$ cat src/rtl/win_fetch_pkg.sv
package win_fetch_pkg;
  localparam int WORD_BYTES = 4;
  localparam int LEN_W      = 5;

  // effective stored bits per pixel; unknown depths become unpacked 24-bit (32)
  function automatic logic [5:0] eff_bits(input logic [5:0] dep);
    case (dep)
      6'd1, 6'd2, 6'd4, 6'd8, 6'd16, 6'd24, 6'd32: eff_bits = dep;
      default:                                     eff_bits = 6'd32;
    endcase
  endfunction

  function automatic logic [LEN_W-1:0] burst_len(input logic [5:0] dep);
    case (dep)
      6'd1:              burst_len = LEN_W'(4);
      6'd2, 6'd4, 6'd8:  burst_len = LEN_W'(8);
      default:           burst_len = LEN_W'(16);
    endcase
  endfunction
endpackage

$ cat src/rtl/win_fetch_geom.sv
module win_fetch_geom
  import win_fetch_pkg::*;
#(
  parameter int AW = 32,
  parameter int DW = 12,
  parameter int PW = 16,
  localparam int PRW = DW + 6,
  localparam int LWW = PRW - 5
) (
  input  logic             clk,
  input  logic             rst_n,
  input  logic             load,
  input  logic [AW-1:0]    base_addr,
  input  logic [DW-1:0]    org_x,
  input  logic [DW-1:0]    org_y,
  input  logic [PW-1:0]    pitch,
  input  logic [DW-1:0]    fb_width,
  input  logic [DW-1:0]    win_width,
  input  logic [DW-1:0]    win_height,
  input  logic [5:0]       depth,
  output logic [AW-1:0]    start_c,
  output logic [LWW-1:0]   line_words_c,
  output logic             empty_c,
  output logic [LWW-1:0]   line_words_q,
  output logic [AW-1:0]    skip_q,
  output logic [AW-1:0]    end_q,
  output logic [LEN_W-1:0] burst_q
);
  logic [5:0]     eb;
  logic [PRW-1:0] win_bits, fb_bits, skip_bits, x_bits;
  logic [AW-1:0]  origin, fb_line_bytes, end_c, skip_c;

  always_comb begin
    eb            = eff_bits(depth);
    win_bits      = PRW'(win_width) * PRW'(eb);
    fb_bits       = PRW'(fb_width) * PRW'(eb);
    skip_bits     = PRW'(fb_width - win_width) * PRW'(eb);
    x_bits        = PRW'(org_x) * PRW'(eb);
    origin        = AW'(x_bits >> 3) + AW'(org_y) * AW'(pitch);
    start_c       = base_addr + origin;
    line_words_c  = LWW'(win_bits >> 5);
    skip_c        = AW'(skip_bits >> 3);
    fb_line_bytes = AW'(fb_bits >> 3);
    end_c         = start_c + fb_line_bytes * AW'(win_height);
    empty_c       = (line_words_c == '0) || (win_height == '0);
  end

  always_ff @(posedge clk or negedge rst_n) begin
    if (!rst_n) begin
      line_words_q <= '0;
      skip_q       <= '0;
      end_q        <= '0;
      burst_q      <= '0;
    end else if (load) begin
      line_words_q <= line_words_c;
      skip_q       <= skip_c;
      end_q        <= end_c;
      burst_q      <= burst_len(depth);
    end
  end
endmodule

$ cat src/rtl/win_fetch_walker.sv
module win_fetch_walker
  import win_fetch_pkg::*;
#(
  parameter int AW  = 32,
  parameter int LWW = 13
) (
  input  logic             clk,
  input  logic             rst_n,
  input  logic             load,
  input  logic [AW-1:0]    start_c,
  input  logic [LWW-1:0]   line_words_c,
  input  logic             empty_c,
  input  logic [LWW-1:0]   line_words_q,
  input  logic [AW-1:0]    skip_q,
  input  logic [AW-1:0]    end_q,
  input  logic [LEN_W-1:0] burst_q,
  output logic             req_valid,
  input  logic             req_ready,
  output logic [AW-1:0]    req_addr,
  output logic [LEN_W-1:0] req_words,
  output logic             done
);
  logic [AW-1:0]  cur;
  logic [LWW-1:0] left, burst_ext, chunk;
  logic [AW-1:0]  step, nxt_line;
  logic           active, fire;

  always_comb begin
    burst_ext = LWW'(burst_q);
    chunk     = (left < burst_ext) ? left : burst_ext;
    step      = AW'(chunk) << 2;
    nxt_line  = cur + step + skip_q;
    fire      = active && req_ready;
  end

  assign req_valid = active;
  assign req_addr  = cur;
  assign req_words = LEN_W'(chunk);

  always_ff @(posedge clk or negedge rst_n) begin
    if (!rst_n) begin
      cur    <= '0;
      left   <= '0;
      active <= 1'b0;
      done   <= 1'b0;
    end else if (load) begin
      cur    <= start_c;
      left   <= line_words_c;
      active <= !empty_c;
      done   <= empty_c;
    end else if (fire) begin
      if (left > chunk) begin
        cur  <= cur + step;
        left <= left - chunk;
      end else if (nxt_line >= end_q) begin
        active <= 1'b0;
        done   <= 1'b1;
      end else begin
        cur  <= nxt_line;
        left <= line_words_q;
      end
    end
  end

  assert_len_bound_R5: assert property (@(posedge clk) disable iff (!rst_n)
    req_valid |-> (req_words != '0) && (req_words <= burst_q));

  assert_hold_R8: assert property (@(posedge clk) disable iff (!rst_n)
    (req_valid && !req_ready && !load) |=>
      (req_valid && $stable(req_addr) && $stable(req_words)));

  assert_end_bound_R7: assert property (@(posedge clk) disable iff (!rst_n)
    req_valid |-> (req_addr + (AW'(req_words) << 2) <= end_q));

  assert_done_quiet_R7: assert property (@(posedge clk) disable iff (!rst_n)
    done |-> !req_valid);

  assert_restart_R9: assert property (@(posedge clk) disable iff (!rst_n)
    (load && !empty_c) |=> (req_valid && !done && req_addr == $past(start_c)));
endmodule

$ cat src/rtl/win_line_fetch.sv
module win_line_fetch
  import win_fetch_pkg::*;
#(
  parameter int AW = 32,
  parameter int DW = 12,
  parameter int PW = 16
) (
  input  logic             clk,
  input  logic             rst_n,
  input  logic             frame_start,
  input  logic [AW-1:0]    base_addr,
  input  logic [DW-1:0]    org_x,
  input  logic [DW-1:0]    org_y,
  input  logic [PW-1:0]    pitch,
  input  logic [DW-1:0]    fb_width,
  input  logic [DW-1:0]    win_width,
  input  logic [DW-1:0]    win_height,
  input  logic [5:0]       depth,
  output logic             req_valid,
  input  logic             req_ready,
  output logic [AW-1:0]    req_addr,
  output logic [LEN_W-1:0] req_words,
  output logic             done
);
  localparam int LWW = DW + 1;

  logic [AW-1:0]    start_c, skip_q, end_q;
  logic [LWW-1:0]   line_words_c, line_words_q;
  logic             empty_c;
  logic [LEN_W-1:0] burst_q;

  win_fetch_geom #(.AW(AW), .DW(DW), .PW(PW)) u_geom (
    .clk(clk), .rst_n(rst_n), .load(frame_start),
    .base_addr(base_addr), .org_x(org_x), .org_y(org_y), .pitch(pitch),
    .fb_width(fb_width), .win_width(win_width), .win_height(win_height),
    .depth(depth), .start_c(start_c), .line_words_c(line_words_c),
    .empty_c(empty_c), .line_words_q(line_words_q), .skip_q(skip_q),
    .end_q(end_q), .burst_q(burst_q)
  );

  win_fetch_walker #(.AW(AW), .LWW(LWW)) u_walk (
    .clk(clk), .rst_n(rst_n), .load(frame_start),
    .start_c(start_c), .line_words_c(line_words_c), .empty_c(empty_c),
    .line_words_q(line_words_q), .skip_q(skip_q), .end_q(end_q),
    .burst_q(burst_q), .req_valid(req_valid), .req_ready(req_ready),
    .req_addr(req_addr), .req_words(req_words), .done(done)
  );

  assert_reset_idle_R1: assert property (@(posedge clk) disable iff (!rst_n)
    $rose(req_valid) |-> $past(frame_start));
endmodule

$ cat config.mk
export PLATFORM = sky130hd
export DESIGN_NAME = win_line_fetch
export DESIGN_NICKNAME = d
export VERILOG_FILES = /design/src/rtl/win_fetch_pkg.sv /design/src/rtl/win_fetch_geom.sv /design/src/rtl/win_fetch_walker.sv /design/src/rtl/win_line_fetch.sv
export SDC_FILE = /design/constraint.sdc
export NUM_CORES = 2
export LEC_CHECK = 0
export BUFFER_PORTS_ARGS = -buffer_cell sky130_fd_sc_hd__buf_2
export CORE_MARGIN = 2
export CORE_UTILIZATION = 50
export CTS_BUF_LIST = sky130_fd_sc_hd__clkbuf_2 sky130_fd_sc_hd__clkbuf_4 sky130_fd_sc_hd__clkbuf_8
export DETAILED_ROUTE_END_ITERATION = 7
export GPL_TIMING_DRIVEN = 1
export PLACE_DENSITY = 0.7
export SETUP_SLACK_MARGIN = 0.15
export SYNTH_ARGS = -nofsm -noshare
export SYNTH_HDL_FRONTEND = slang
export SYNTH_SLANG_ARGS = --single-unit
$ cat constraint.sdc
create_clock -name clk -period 7.2 [get_ports clk]
set_clock_uncertainty 0.2 [all_clocks]
set_input_delay 1.44 -clock clk [delete_from_list [all_inputs] [get_ports clk]]
set_output_delay 1.44 -clock clk [all_outputs]
set_load 0.02 [all_outputs]
Word-level counts from Yosys, hierarchy flattened
Index checks and enable logic that the tools add are counted.
- shift-type cells: 0
- div/mod/pow operators: 0
- eq/ne operators: 9
- $add $sub $neg: 7
- reductions and logical operators: 11
- order comparisons: 3
- muxes and demuxes: 19
- multiply operators: 6
- bitwise logic cells: 0
- operators with widths (operator ; count):
    two-way mux 32 bit ; 4
    two-way mux 13 bit ; 5
    adder 32 x 15 -> 32 bit ; 2
    adder 32 bit ; 2
    multiplier 12 x 6 -> 18 bit ; 3
    >= comparator 32 bit ; 1
    adder 15 x 28 -> 29 bit ; 1
    multiplier 12 x 16 -> 28 bit ; 1
    multiplier 15 x 12 -> 27 bit ; 1
    multiplier 18 x 6 -> 18 bit ; 1
    greater-than comparator 13 bit ; 1
    zero test 13 bit ; 1
    less-than comparator 13 x 5 -> 1 bit ; 1
    subtractor 12 x 12 -> 13 bit ; 1
    subtractor 13 bit ; 1
    == test 6 x 5 -> 1 bit (second input constant) ; 2
    zero test 12 bit ; 1
    one-hot mux 5 bit (2 select lines) ; 1
    two-way mux 1 bit ; 8
    OR reduction 7 bit ; 1
    == test 6 x 1 -> 1 bit (second input constant) ; 1
    == test 6 x 2 -> 1 bit (second input constant) ; 1
    == test 6 x 3 -> 1 bit (second input constant) ; 1
    == test 6 x 4 -> 1 bit (second input constant) ; 1
    other kinds (11) ; 12
- output and inout bits: 39
- bits in latches: 0
- bits in registers: 112
- bits in read-only memories: 0
- RAM bits: 0
- input bits: 118
- memories: 0
- word-level logic and storage cells: 63

Logic depth before layout (Yosys ltp)
- depth in word-level cells: 9
- gate-level depth with buffers: 60
- mapped depth without buffers: 58

By module
Synthesis repeated with hierarchy kept, for this count alone.
- cells, all modules: 3892
- area, all modules: 32900.3 um^2
- modules (own cells, without submodules) (module ; instances ; area each (um^2) ; cells each):
    win_fetch_geom ; 1 ; 25933.6 ; 2965
    win_fetch_walker ; 1 ; 6966.7 ; 927

Least setup slack after synthesis
No wires, ideal clock.
- path type: in2reg
- start point: input depth[1]
- end point: register u_geom.end_q[29]
- data arrival time: 12.756 ns
- data required time: 6.923 ns
- stages on the path: 53
- setup slack: -5.833 ns
- buffers on the path: 4
- path through: clkbuf_1 nor2_1 nand3_1 o21ai_0 nand2b_1 clkbuf_1 clkbuf_1 nand2_1 fa_1 fa_1 fa_1 inv_1 ha_1 a21oi_1 nor2_1 nor2_1 o21bai_1 a21oi_1 [... 17 more ...] a21oi_1 xnor2_1 ha_1 clkbuf_1 nand3_1 nor2_1 o21a_1 o21ai_0 a31oi_1 nor2b_1 o21ai_0 xnor2_1 ha_1 and3_1 a211o_1 and3_1 xor2_1 a21oi_1
- cells in the longest elaborated chain, start to end: 7
- elaborated cells on any way between the ends: 15
- RTL lines (element ; line ; text):
    start: declaration ; win_line_fetch.sv:18 ; input logic [5:0] depth,
    == test 6 x 5 -> 1 bit, or another cell as far along ; win_fetch_pkg.sv:7 ; case (dep)
    OR reduction 7 bit ; win_fetch_pkg.sv:7 ;
    two-way mux 6 bit * ; win_fetch_pkg.sv:7 ;
    multiplier 12 x 6 -> 18 bit ; win_fetch_geom.sv:38 ; x_bits = PRW'(org_x) * PRW'(eb);
    adder 15 x 28 -> 29 bit ; win_fetch_geom.sv:39 ; origin = AW'(x_bits >> 3) + AW'(org_y) * AW'(pitch);
    adder 32 bit ; win_fetch_geom.sv:40 ; start_c = base_addr + origin;
    adder 32 bit * ; win_fetch_geom.sv:44 ; end_c = start_c + fb_line_bytes * AW'(win_height);
    end signal: assignment ; win_fetch_geom.sv:57 ; end_q <= end_c;
    end: declaration ; win_fetch_geom.sv:26 ; output logic [AW-1:0] end_q,
Every way passes the cells marked *; elsewhere a longest branch is shown, timed or not.
A chain may end at the register's enable or synchronous reset.

Worst setup path in the final report
- start point: input depth[4]
- end point: register u_geom.end_q[26]
Same word-level chain as after synthesis.

==> metrics.log <==
[metrics] status: complete, but fails checks
[metrics] violations in the final reports: negative setup slack
[metrics] total congestion overflow after global routing: 0
[metrics] placed wire-length estimate after detailed placement: between 70 and 80 mm
[metrics] clock network latency to the later pin of the worst-skew pair: approximately 0.43 ns
[metrics] unrepaired setup endpoints after global routing: true
[metrics] total number of vias: roughly 30000
[metrics] reg-to-reg endpoint: u_walk.req_addr[31]
[metrics] maximum achievable frequency: 82.8 MHz
[metrics] Post-synth EDFFs: 0
[metrics] final period utilization: 168%
[metrics] measured slew at the worst slew-check pin: 1.16 ns
[metrics] number of fill cells: ~5000
[metrics] commonest cells after routing, fill and taps aside: 687 x buf_4, 593 x nand2_1, 568 x inv_1
[metrics] placer's final routability congestion estimate: between 0.9 and 1
[metrics] Worst Setup End Kind: register
[metrics] most common library cell in the layout ignoring fill and taps: buf_4
[metrics] sequential area share after synthesis: about 8.7%
[metrics] total number of yosys warnings: 0
[metrics] Placement Rows: a little over 90
[metrics] slowest library cell on the worst path: or4b_4
[metrics] Critical R2R Launch: u_walk.left[5]
[metrics] clock slew at the register clock pins of the worst setup and hold paths: 0.11 ns
[metrics] Post-layout nets: 5627
[metrics] critical path type: primary input to register
[metrics] layout overhead on the synthesized area: 33.6%
[metrics] cell repeated most along the worst path: fa_1
[metrics] synth unique cells: 81
[metrics] detailed-router iteration count before antenna repair: 6
[metrics] clock period minus final worst setup slack: approximately 12 ns
[metrics] Hold-fix buffers, CTS: 0
[metrics] number of DRC violations after detailed-routing iteration 0: between 1500 and 2000
[metrics] via-per-instance ratio: approximately 5.4
[metrics] initial antenna violation count: 4
[metrics] post-synthesis instance area: about 32000 um2
[metrics] number of buffers inserted by port buffering: approximately 160
[metrics] H-Tree Level Count: 3
[metrics] maximum capacitance violations: 0
[metrics] top cell type's share of synthesized area: between 20% and 30%
[metrics] wirelength, routed: about 94 mm
[metrics] required time at the worst-slack endpoint: ~7.3 ns
[metrics] ratio of cells with drive above 1 in the final layout: between 30% and 40%
[metrics] worst-path fanout max: 5
[metrics] DRC violation count after routing: 0
[metrics] Starting Density: about half
[metrics] startpoint of the tightest hold check path: u_walk.done
[metrics] total core area: ~63000 um2
[metrics] Root Driver: clkbuf_8
[metrics] Final WS setup: -4.88 ns
[metrics] largest net degree at the start of global routing: between 80 and 90
[metrics] Async SR Flop Fraction: 100%
[metrics] critical path's largest stage delay: 0.51 ns
[metrics] R2R cell count: 33
[metrics] final setup fails: 73
[metrics] most used flip-flop cell after synthesis: dfrtp_1
[metrics] Hold Crit Class: register to register
[metrics] number of buffers on the longest clock path: 2
[metrics] minimum hold slack: 0.298 ns
[metrics] Final Hold Vio Count: 0
[metrics] first-pass GRT wire length: 150 mm
[metrics] TritonCTS sink count: 110
[metrics] Synth Area per Inst: approximately 8.3 um2
[metrics] dominant cell type by area after synthesis: fa_1
[metrics] capture endpoint of the worst hold path: u_walk.done
[metrics] DIE AREA: approximately 66000 um2
[metrics] GRT Resource Usage Total: approximately 28%
[metrics] Critical Path Source Type: primary input
[metrics] worst hold path stage count: 1
[metrics] via count of the first global-routing pass: roughly 31000
[metrics] max_slew headroom: around 23%
[metrics] TritonCTS clock tree: done
[metrics] cell count after synthesis: 3849
[metrics] top cells by area, synth: fa_1 29%, ha_1 14%, dfrtp_1 8.7%
[metrics] setup slack of the worst register-to-register path: -0.31 ns
[metrics] fin. max-slew vios: 0
[metrics] DR WL/cell: approximately 17 um
[metrics] endpoint arrival time on the critical path: approximately 12 ns
[metrics] CTS buffer count: 9
[metrics] count of antenna-violating nets left after detailed routing: 0
[metrics] IO Count: 157
[metrics] die boundary width: about 260 um
[metrics] Die Y-Extent: approximately 260 um
[metrics] register bit total from synthesis: 110
-- critical path: cells and delay by family --
family	cells	cell delay, ns
buffers and inverters	11	1.23
adder cells (fa/ha/maj)	11	4.39
XOR/XNOR	3	0.48
AO/OA/AOI/OAI	20	2.95
multiplexers	1	0.09
AND/OR/NAND/NOR	10	1.55
-- final cells by class --
cell class,count,area (um2),area share (%)
multi-input combinational,3015,29000,68.3
timing repair buffer,943,7200,16.9
sequential,110,2750,6.47
inverter,600,2260,5.31
tap,846,1060,2.49
clock buffer,11,151,0.356
clock inverter,5,38.8,0.0912
antenna,4,10.0,0.0235
-- kinds of logic after synthesis --
family / synth area share [%]
DFF: 8.65
muxes: 1.29
buffers and inverters: 8.70
AOI/OAI and AO/OA: 12.7
adders and majority gates: 43.6
xor gates and xnor gates: 6.16
and+or+nand+nor: 18.9
other: 0.0236
-- state kept, by name (all words and copies together) (netlist names) --
signal / cells
u_geom.end_q: 32
u_walk.req_addr: 32
u_geom.skip_q: 15
u_geom.line_words_q: 13
u_walk.left: 13
u_geom.burst_q: 3
u_walk.done: 1
u_walk.req_valid: 1
-- stage by stage --
step	util [%]	cell area [um2]	cells	setup WS, ns	TNS (ns)
finish	67.5	42500	5534	-4.88	-199.06
global route	67.5	42500	5534	-5.47	-228.92
CTS	65.8	41400	5506	-4.65	-184.82
detailed placement	61.9	39000	5406	-5.38	-227.33
global placement	61.9	39000	5406	-5.13	-218.03
floorplan	-	32600	3859	-4.57	-162.04
-- routing by layer --
layer	track usage [%]	share of wire, %	vias up
li1	-	-	14100
met1	35.2	41	14800
met2	50.3	51	866
met3	2.08	4.5	218
met4	8.20	3.7	0
met5	0	0	-
-- synth_stat cells, drive strengths merged, types with 12 or more instances --
master and n:
mux2i 13, nor2b 43, o31ai 14, dfrtp 110, a31oi 27, o21ai 151, fa 463, mux2 25
ha 367, inv 599, a21oi 182, nor4 18, clkbuf 122, nor2 163, a21boi 13, and2 206
buf 12, or2 13, nand3 57, and3 27, o211ai 19, a21o 57, nand2b 31, nor3 45
xor2 62, nand4 20, o21bai 21, a211oi 26, o21a 40, xnor2 161, nand2 614
-- worst max path at each step --
stage          depth (start not counted)               end      from
2_1_floorplan                         49  u_geom.end_q[29]  depth[3]
6_report                              56  u_geom.end_q[26]  depth[4]
3_5_place_dp                          55  u_geom.end_q[30]  depth[3]
5_1_grt                               56  u_geom.end_q[26]  depth[4]
3_3_place_gp                          55  u_geom.end_q[30]  depth[2]
4_1_cts                               54  u_geom.end_q[30]  depth[4]
-- timing repair --
| action | 4_1_cts | 5_1_grt |
|---|---|---|
| pin swaps | 238 | 109 |
| hold endpoints to repair | 0 | 0 |
| setup buffers | 81 | 25 |
| resized for setup | 360 | 182 |
| gates cloned | 3 | 0 |
| setup endpoints to repair | 80 | 83 |
Power is not shown: default switching activity piles up to over one toggle a cycle in this logic, so the estimate is an artifact.
